## src/rtl/ctl_regfile.sv

```systemverilog
module ctl_regfile #(
  parameter int DW   = 16,
  parameter int IW   = 6,
  parameter int NCFG = 4
) (
  input  logic              clk,
  input  logic              rst_n,
  input  logic              bus_wr,
  input  logic              bus_port,
  input  logic [DW-1:0]     bus_wdata,
  output logic [DW-1:0]     bus_rdata,
  input  logic [3:0]        ev_set,
  output logic              stop_o,
  output logic              start_o,
  output logic              init_o,
  output logic [NCFG*DW-1:0] cfg_o
);
  logic [IW-1:0] idx_q;
  logic [3:0]    flag_q, flag_d;
  logic          stop_q, start_q, init_q;
  logic [DW-1:0] cfg_q [NCFG];
  logic          wr_idx, wr_dat, wr_mst, halt_req;
  logic [DW-1:0] mst_val, cfg_val;

  assign wr_idx   = bus_wr & ~bus_port;
  assign wr_dat   = bus_wr & bus_port;
  assign wr_mst   = wr_dat & (idx_q == '0);
  assign halt_req = wr_mst & bus_wdata[2];

  always_ff @(posedge clk) begin
    if (!rst_n) idx_q <= '0;
    else if (wr_idx) idx_q <= bus_wdata[IW-1:0];
  end

  always_ff @(posedge clk) begin
    if (!rst_n) begin
      stop_q  <= 1'b1;
      start_q <= 1'b0;
      init_q  <= 1'b0;
    end else if (halt_req) begin
      stop_q  <= 1'b1;
      start_q <= 1'b0;
      init_q  <= 1'b0;
    end else if (wr_mst) begin
      if (bus_wdata[1]) begin
        start_q <= 1'b1;
        stop_q  <= 1'b0;
      end
      if (bus_wdata[0]) begin
        init_q <= 1'b1;
        stop_q <= 1'b0;
      end
    end
  end

  always_comb begin
    flag_d = flag_q;
    if (halt_req) flag_d = '0;
    else if (wr_mst) flag_d = flag_q & ~bus_wdata[7:4];
    flag_d = flag_d | ev_set;
  end

  always_ff @(posedge clk) begin
    if (!rst_n) flag_q <= '0;
    else flag_q <= flag_d;
  end

  for (genvar i = 0; i < NCFG; i++) begin : g_cfg
    always_ff @(posedge clk) begin
      if (!rst_n) cfg_q[i] <= '0;
      else if (wr_dat && stop_q && idx_q == IW'(i + 1)) cfg_q[i] <= bus_wdata;
    end
    assign cfg_o[i*DW +: DW] = cfg_q[i];
  end

  assign mst_val = {{(DW-8){1'b0}}, flag_q, |flag_q[2:0], stop_q, start_q, init_q};

  always_comb begin
    cfg_val = '0;
    for (int i = 0; i < NCFG; i++)
      if (idx_q == IW'(i + 1)) cfg_val = cfg_q[i];
  end

  assign bus_rdata = !bus_port ? DW'(idx_q) : (idx_q == '0) ? mst_val : cfg_val;
  assign stop_o  = stop_q;
  assign start_o = start_q;
  assign init_o  = init_q;
endmodule


```

## config.mk

```make
export PLATFORM = sky130hd
export DESIGN_NAME = ctl_regfile
export DESIGN_NICKNAME = d
export VERILOG_FILES = /design/src/rtl/ctl_regfile.sv
export SDC_FILE = /design/constraint.sdc
export NUM_CORES = 1
export LEC_CHECK = 0
export ABC_CLOCK_PERIOD_IN_PS = 3450
export BUFFER_PORTS_ARGS = -buffer_cell sky130_fd_sc_hd__buf_4
export CORE_UTILIZATION = 35
export DETAILED_ROUTE_END_ITERATION = 7
export PLACE_DENSITY = 0.61
export SLEW_MARGIN = 40
export SYNTH_ARGS = -nofsm -noshare
export SYNTH_HDL_FRONTEND = slang
export SYNTH_SLANG_ARGS = --single-unit
export TNS_END_PERCENT = 5
```

## constraint.sdc

```tcl
create_clock -name clk -period 3.45 [get_ports clk]
set_input_delay 1.035 -clock clk [delete_from_list [all_inputs] [get_ports clk]]
set_output_delay 1.035 -clock clk [all_outputs]
set_load 0.01 [all_outputs]
```

Word level (Yosys, flattened, before mapping)
Memory sizes are Yosys's and may differ from the RTL's.
Cells that the tools add are included.
{"block": "word_totals", "n_memories": 1, "inputBits": 24, "latch_bits": 0, "word_cells": 62, "output_inout_bits": 83, "mem_bits_ro": 0, "ff_bits": 13, "ram_bits": 64}
{"block": "op_classes", "div": 0, "n_shift": 0, "multipliers": 0, "bitwise": 13, "n_addsub": 0, "n_eq_ne": 4, "order_cmp": 0, "muxes": 27, "reduce_logical": 12}
{"name": "cfg_q", "words": 4, "word_bits": 16, "read_ports": 4, "rd_clocked_by_memory_dff": 0, "wr": 4, "line_no": "21", "source": "logic [DW-1:0] cfg_q [NCFG];"}
{"cell": "16-bit 2-to-1 mux", "count": 10}
{"cell": "1-bit 2-to-1 mux", "count": 15}
{"cell": "6-bit by 2-bit equality test with 1-bit output (second input constant)", "count": 2}
{"cell": "4-bit 2-to-1 mux", "count": 2}
{"cell": "6-bit by 1-bit equality test with 1-bit output (second input constant)", "count": 1}
{"cell": "6-bit by 3-bit equality test with 1-bit output (second input constant)", "count": 1}
{"cell": "6-bit logical NOT", "count": 1}
{"cell": "2-bit AND reduction", "count": 3}
{"cell": "1-bit logical AND", "count": 5}
{"cell": "1-bit AND", "count": 4}
{"cell": "4-bit AND", "count": 1}
{"cell": "4-bit NOT", "count": 1}
{"cell": "1-bit OR", "count": 4}
{"cell": "4-bit OR", "count": 1}
{"cell": "3-bit OR reduction", "count": 1}
{"cell": "1-bit NOT", "count": 2}
{"cell": "2-bit nonzero test", "count": 1}
{"cell": "2-bit OR reduction", "count": 1}

Logic depth before layout (Yosys ltp)
{"block": "depth", "word_depth": 7, "mapped_depth": 7, "ltp_nobuf": 4}

Least setup slack after synthesis
OpenSTA, ideal clock, no wires.
{"block": "synth_timing", "path_kind": "input to register", "startpoint": "in bus_port", "endpoint": "mem cfg_q[0][0] (enable)", "t_arrival_ps": 2659, "setup_ps": 411, "cell_stages": 4, "slack_ps": 379, "n_path_buf": 1, "cell_sequence": "buf_2 -> and3_1 -> nand2_1 -> o21ai_0"}
{"item": "start, declared", "line_no": "9", "source": "input logic bus_port,"}
{"item": "end, declared", "line_no": "21"}

Worst setup path in the final report
{"block": "layout_timing", "startpoint": "reg idx_q[3]", "endpoint": "out bus_rdata[3]"}
{"block": "layout_via", "elab_chain_len": 7}
{"item": "start, declared", "line_no": "18", "source": "logic [IW-1:0] idx_q;"}
{"item": "start signal, assigned", "line_no": "32", "source": "else if (wr_idx) idx_q <= bus_wdata[IW-1:0];"}
{"item": "6-bit by 1-bit equality test with 1-bit output", "line_no": "81", "source": "if (idx_q == IW'(i + 1)) cfg_val = cfg_q[i];"}
{"item": "16-bit 2-to-1 mux (4 in a row)", "line_no": "81"}
{"item": "16-bit 2-to-1 mux", "line_no": "84", "source": "assign bus_rdata = !bus_port ? DW'(idx_q) : (idx_q == '0) ? mst_val : cfg_val;"}
{"item": "16-bit 2-to-1 mux *", "line_no": "84"}
{"item": "end, declared", "line_no": "11", "source": "output logic [DW-1:0] bus_rdata,"}
Mark *: on every way between the ends. The rest lies on a longest branch, timed or not.

==> impl_metrics.csv <==
group,metric,value,unit
run_status,run_status,"finished clean",
synth,synth.top_cell.area_share,52.39,%
synth,synth_commonest_cells,"64 x sky130_fd_sc_hd__and2_1, 64 x sky130_fd_sc_hd__edfxtp_1, 29 x sky130_fd_sc_hd__o21ai_0",
global_routing,number_of_global_route_vias_before_repair,3013,
worst_setup_path,critPathCaptureType,"output pin",
power_and_ir_drop,cellLeakagePower,1.961,nW
power_and_ir_drop,worst_case_vdd_ir_drop,0.0002266,V
cts,cts_setup_buffers,0,
timing,slew-limit-headroom,65.10,%
cts,cts_inserted_buffers,9,
placement,gp_congestion,0.8362,
floorplanning,floorplan.core_area,10230,µm²
timing,fin_tns_setup,0,ns
worst_hold_path,min_path_type,"reg -> reg",
power_and_ir_drop,clock_power_share,33.1,%
worst_setup_path,critPathMaxFanout,6,
synth,combinational_family_with_the_most_area_after_synthesis,"simple AND/OR/NAND/NOR gates",
synth,ys_async_sr_fraction,0,%
cts,clkTransAtPathRegs,0.07,ns
global_routing,global_route_wire_length_before_repair,16.42,mm
cts,holdBufCountCts,0,
global_routing,grt_max_degree,25,
cts,cts_htree_levels,3,
global_routing,grt_antenna_before_repair,0,
cts,clock-sinks,77,
power_and_ir_drop,switching_power,0.0005403,W
cells_and_area,antennaDiodeCount,0,
drt,drt_first_pass_iters,5,
synth,synth.avg_cell_area,10.85,µm²
synth,synth-edff-count,64,
synth,synth_mux_area_share,2.183,%
timing,worst_clock_skew,0.008974,ns
drt,viasPerCell,5.133,
job,drv_cap,0,
synth,netlist_area,3669,µm²
timing,timing_worst_slew_pin_value,0.5216,ns
floorplanning,initial_core_util,35.86,%
cts,cts.repair.resized,0,
power_and_ir_drop,seq_power_share,52.5,%
cells_and_area,ff_latch_area,2182,µm²
worst_setup_path,worst-endpoint-arrival,2.24,ns
synth,synth-xor-area-share,0,%
drt,routed-via-count,3018,
synth,netlist_cell_types,37,
timing,grt_setup_unrepaired,"false",
cts,clk_root_buffer_cell,"sky130_fd_sc_hd__clkbuf_8",
floorplanning,fp.dieH,104.4,µm
drt,postRouteAntennaNets,0,
synth,synth_seq_cells,77,
placement,port_buffers,106,
synth,synth_flop_cell,"sky130_fd_sc_hd__edfxtp_1",
cells_and_area,final.fill_count,967,
floorplanning,io_pins,107,
power_and_ir_drop,logic_gate_share_of_total_power,14.4,%
synth,synthesis.instances,338,
synth,synth_fp_nets,362,
cells_and_area,final_net_count,471,
synth,synthSimpleGateAreaFrac,19.78,%
power_and_ir_drop,pwr_density_cell,422.4,nW/µm²
timing,finalWorstPathRequiredPeriod,3.274,ns
cells_and_area,areaGrowthSynthToFinish,31.86,%
timing,fmax,305.4,MHz
global_routing,gr-usage-all-layers,19.70,%
synth,synth-seq-area-share,59.48,%
worst_setup_path,timing.critical_path.required,2.41,ns
power_and_ir_drop,report.power.total,0.002043,W
cts,tritoncts,"done",
synth,yosys.area_share.adder,0,%
timing,hold_violations,0,
placement,dp.final_hpwl,7.748,mm
worst_setup_path,criticalPathCategory,"reg -> out",
global_routing,global_route.overflow_total,0,
drt,finalWirelength,10.37,mm
cts,max-clock-path-buffers,2,
power_and_ir_drop,power.internal,0.001503,W
timing,timing_max_transition_violations_final,0,
timing,finalCritPeriodShare,94.90,%
floorplanning,dieWidth,104.4,µm
drt,remaining_drc_errors,0,
drt,drt_first_iter_violations,153,
timing,final-setup-viol-count,0,
drt,wire_per_inst,17.63,µm
cells_and_area,multi_input_comb_area,1334,µm²
power_and_ir_drop,power.switching_fraction,26.44,%
worst_setup_path,critical_path.startpoint_type,"flip-flop",
synth,synth.area.top_cells,"sky130_fd_sc_hd__edfxtp_1 52%, sky130_fd_sc_hd__and2_1 11%, sky130_fd_sc_hd__dfxtp_1 7.1%, sky130_fd_sc_hd__o21ai_0 4.0%, sky130_fd_sc_hd__a21oi_1 3.3%",
floorplanning,rows,37,
floorplanning,design.die.area,10900,µm²
cts,clock_insertion_delay_worst_skew,0.35,ns
synth,ys.warnings.count,0,
synth,yosysTopAreaCell,"sky130_fd_sc_hd__edfxtp_1",
cells_and_area,drive_above_1_share,31.42,%
synth,synth_compound_area_share,14.32,%
## layout by cell type, fill, tap and decap left out, types with 10 or more instances in the layout
cell type / count
sky130_fd_sc_hd__a211oi_1: 10
sky130_fd_sc_hd__and2_1: 64
sky130_fd_sc_hd__nand2_1: 25
sky130_fd_sc_hd__dfxtp_1: 13
sky130_fd_sc_hd__o21ai_0: 26
sky130_fd_sc_hd__inv_1: 14
sky130_fd_sc_hd__nor2_1: 17
sky130_fd_sc_hd__a21oi_1: 24
sky130_fd_sc_hd__buf_4: 121
sky130_fd_sc_hd__edfxtp_1: 64
## flip-flops by register name, indices dropped and copies added, names as in the netlist
signal,flops
init_o,1
flag_q,4
cfg_q,64
stop_o,1
start_o,1
idx_q,6
## power by group through the flow
stage / Clock, W / Combinational (W) / Sequential, W
final: 0.000676 / 0.000294 / 0.00107
after global routing: 0.000729 / 0.000321 / 0.00108
after CTS: 0.000687 / 0.000296 / 0.00107
after detailed placement: 0 / 0.000295 / 0.00109
after global placement: 0 / 0.000293 / 0.00109
after floorplan: 0 / 0.000128 / 0.00110
## critical path: stages (launching register included)
cell	delay [ns]
sky130_fd_sc_hd__dfxtp_1	0.37
sky130_fd_sc_hd__or4_1	0.68
sky130_fd_sc_hd__a211oi_1	0.36
sky130_fd_sc_hd__a211oi_1	0.13
sky130_fd_sc_hd__o22ai_1	0.20
sky130_fd_sc_hd__buf_4	0.16
## layer usage
| layer | track usage, % | wire, µm | vias to the layer above |
|---|---|---|---|
| li1 | - | - | 1427 |
| met1 | 25.92 | 4617 | 1464 |
| met2 | 31.98 | 5070 | 109 |
| met3 | 3.759 | 499 | 18 |
| met4 | 7.551 | 177 | 0 |
| met5 | 0 | 0 | - |
## final timing paths
| kind | from | end | slack, ns | cells past startpoint |
|---|---|---|---|---|
| hold reg to reg | start_o | start_o | 0.51 | 2 |
| hold / removal | start_o | start_o | 0.51 | 2 |
| setup reg to reg | idx_q[3] | cfg_q[2][12] | 1.46 | 6 |
| setup / recovery | idx_q[3] | bus_rdata[3] | 0.18 | 5 |
## layout make-up
| type | count | area share [%] |
|---|---|---|
| well taps | 136 | 3.518 |
| clock inverters | 6 | 1.293 |
| clock buffers | 10 | 2.638 |
| flip-flops and latches | 77 | 45.11 |
| repair buffers | 121 | 18.78 |
| inverters | 14 | 1.086 |
| multi-input cells | 224 | 27.57 |
## logic make-up (layout without fill, tap and decap cells)
kind of cell / after synthesis / in the layout
buffers and inverters: 37 / 151
AO/OA/AOI/OAI: 88 / 88
AND/OR/NAND/NOR: 128 / 128
flip-flops: 77 / 77
multiplexers: 8 / 8
## through the flow
stage / cell area (µm²) / std cells / hold WS [ns] / setup WS [ns] / utilization, %
floorplan: 3669 / 338 / 0.4468 / 0.3795 / -
global placement: 4644 / 572 / 0.4638 / 0.4754 / 45.40
detailed placement: 4644 / 572 / 0.5034 / 0.4314 / 45.40
CTS: 4835 / 588 / 0.5164 / 0.1826 / 47.25
global route: 4837 / 588 / 0.5400 / 0.05991 / 47.28
finish: 4837 / 588 / 0.5080 / 0.1761 / 47.28
(Power assumes the default switching activity.)
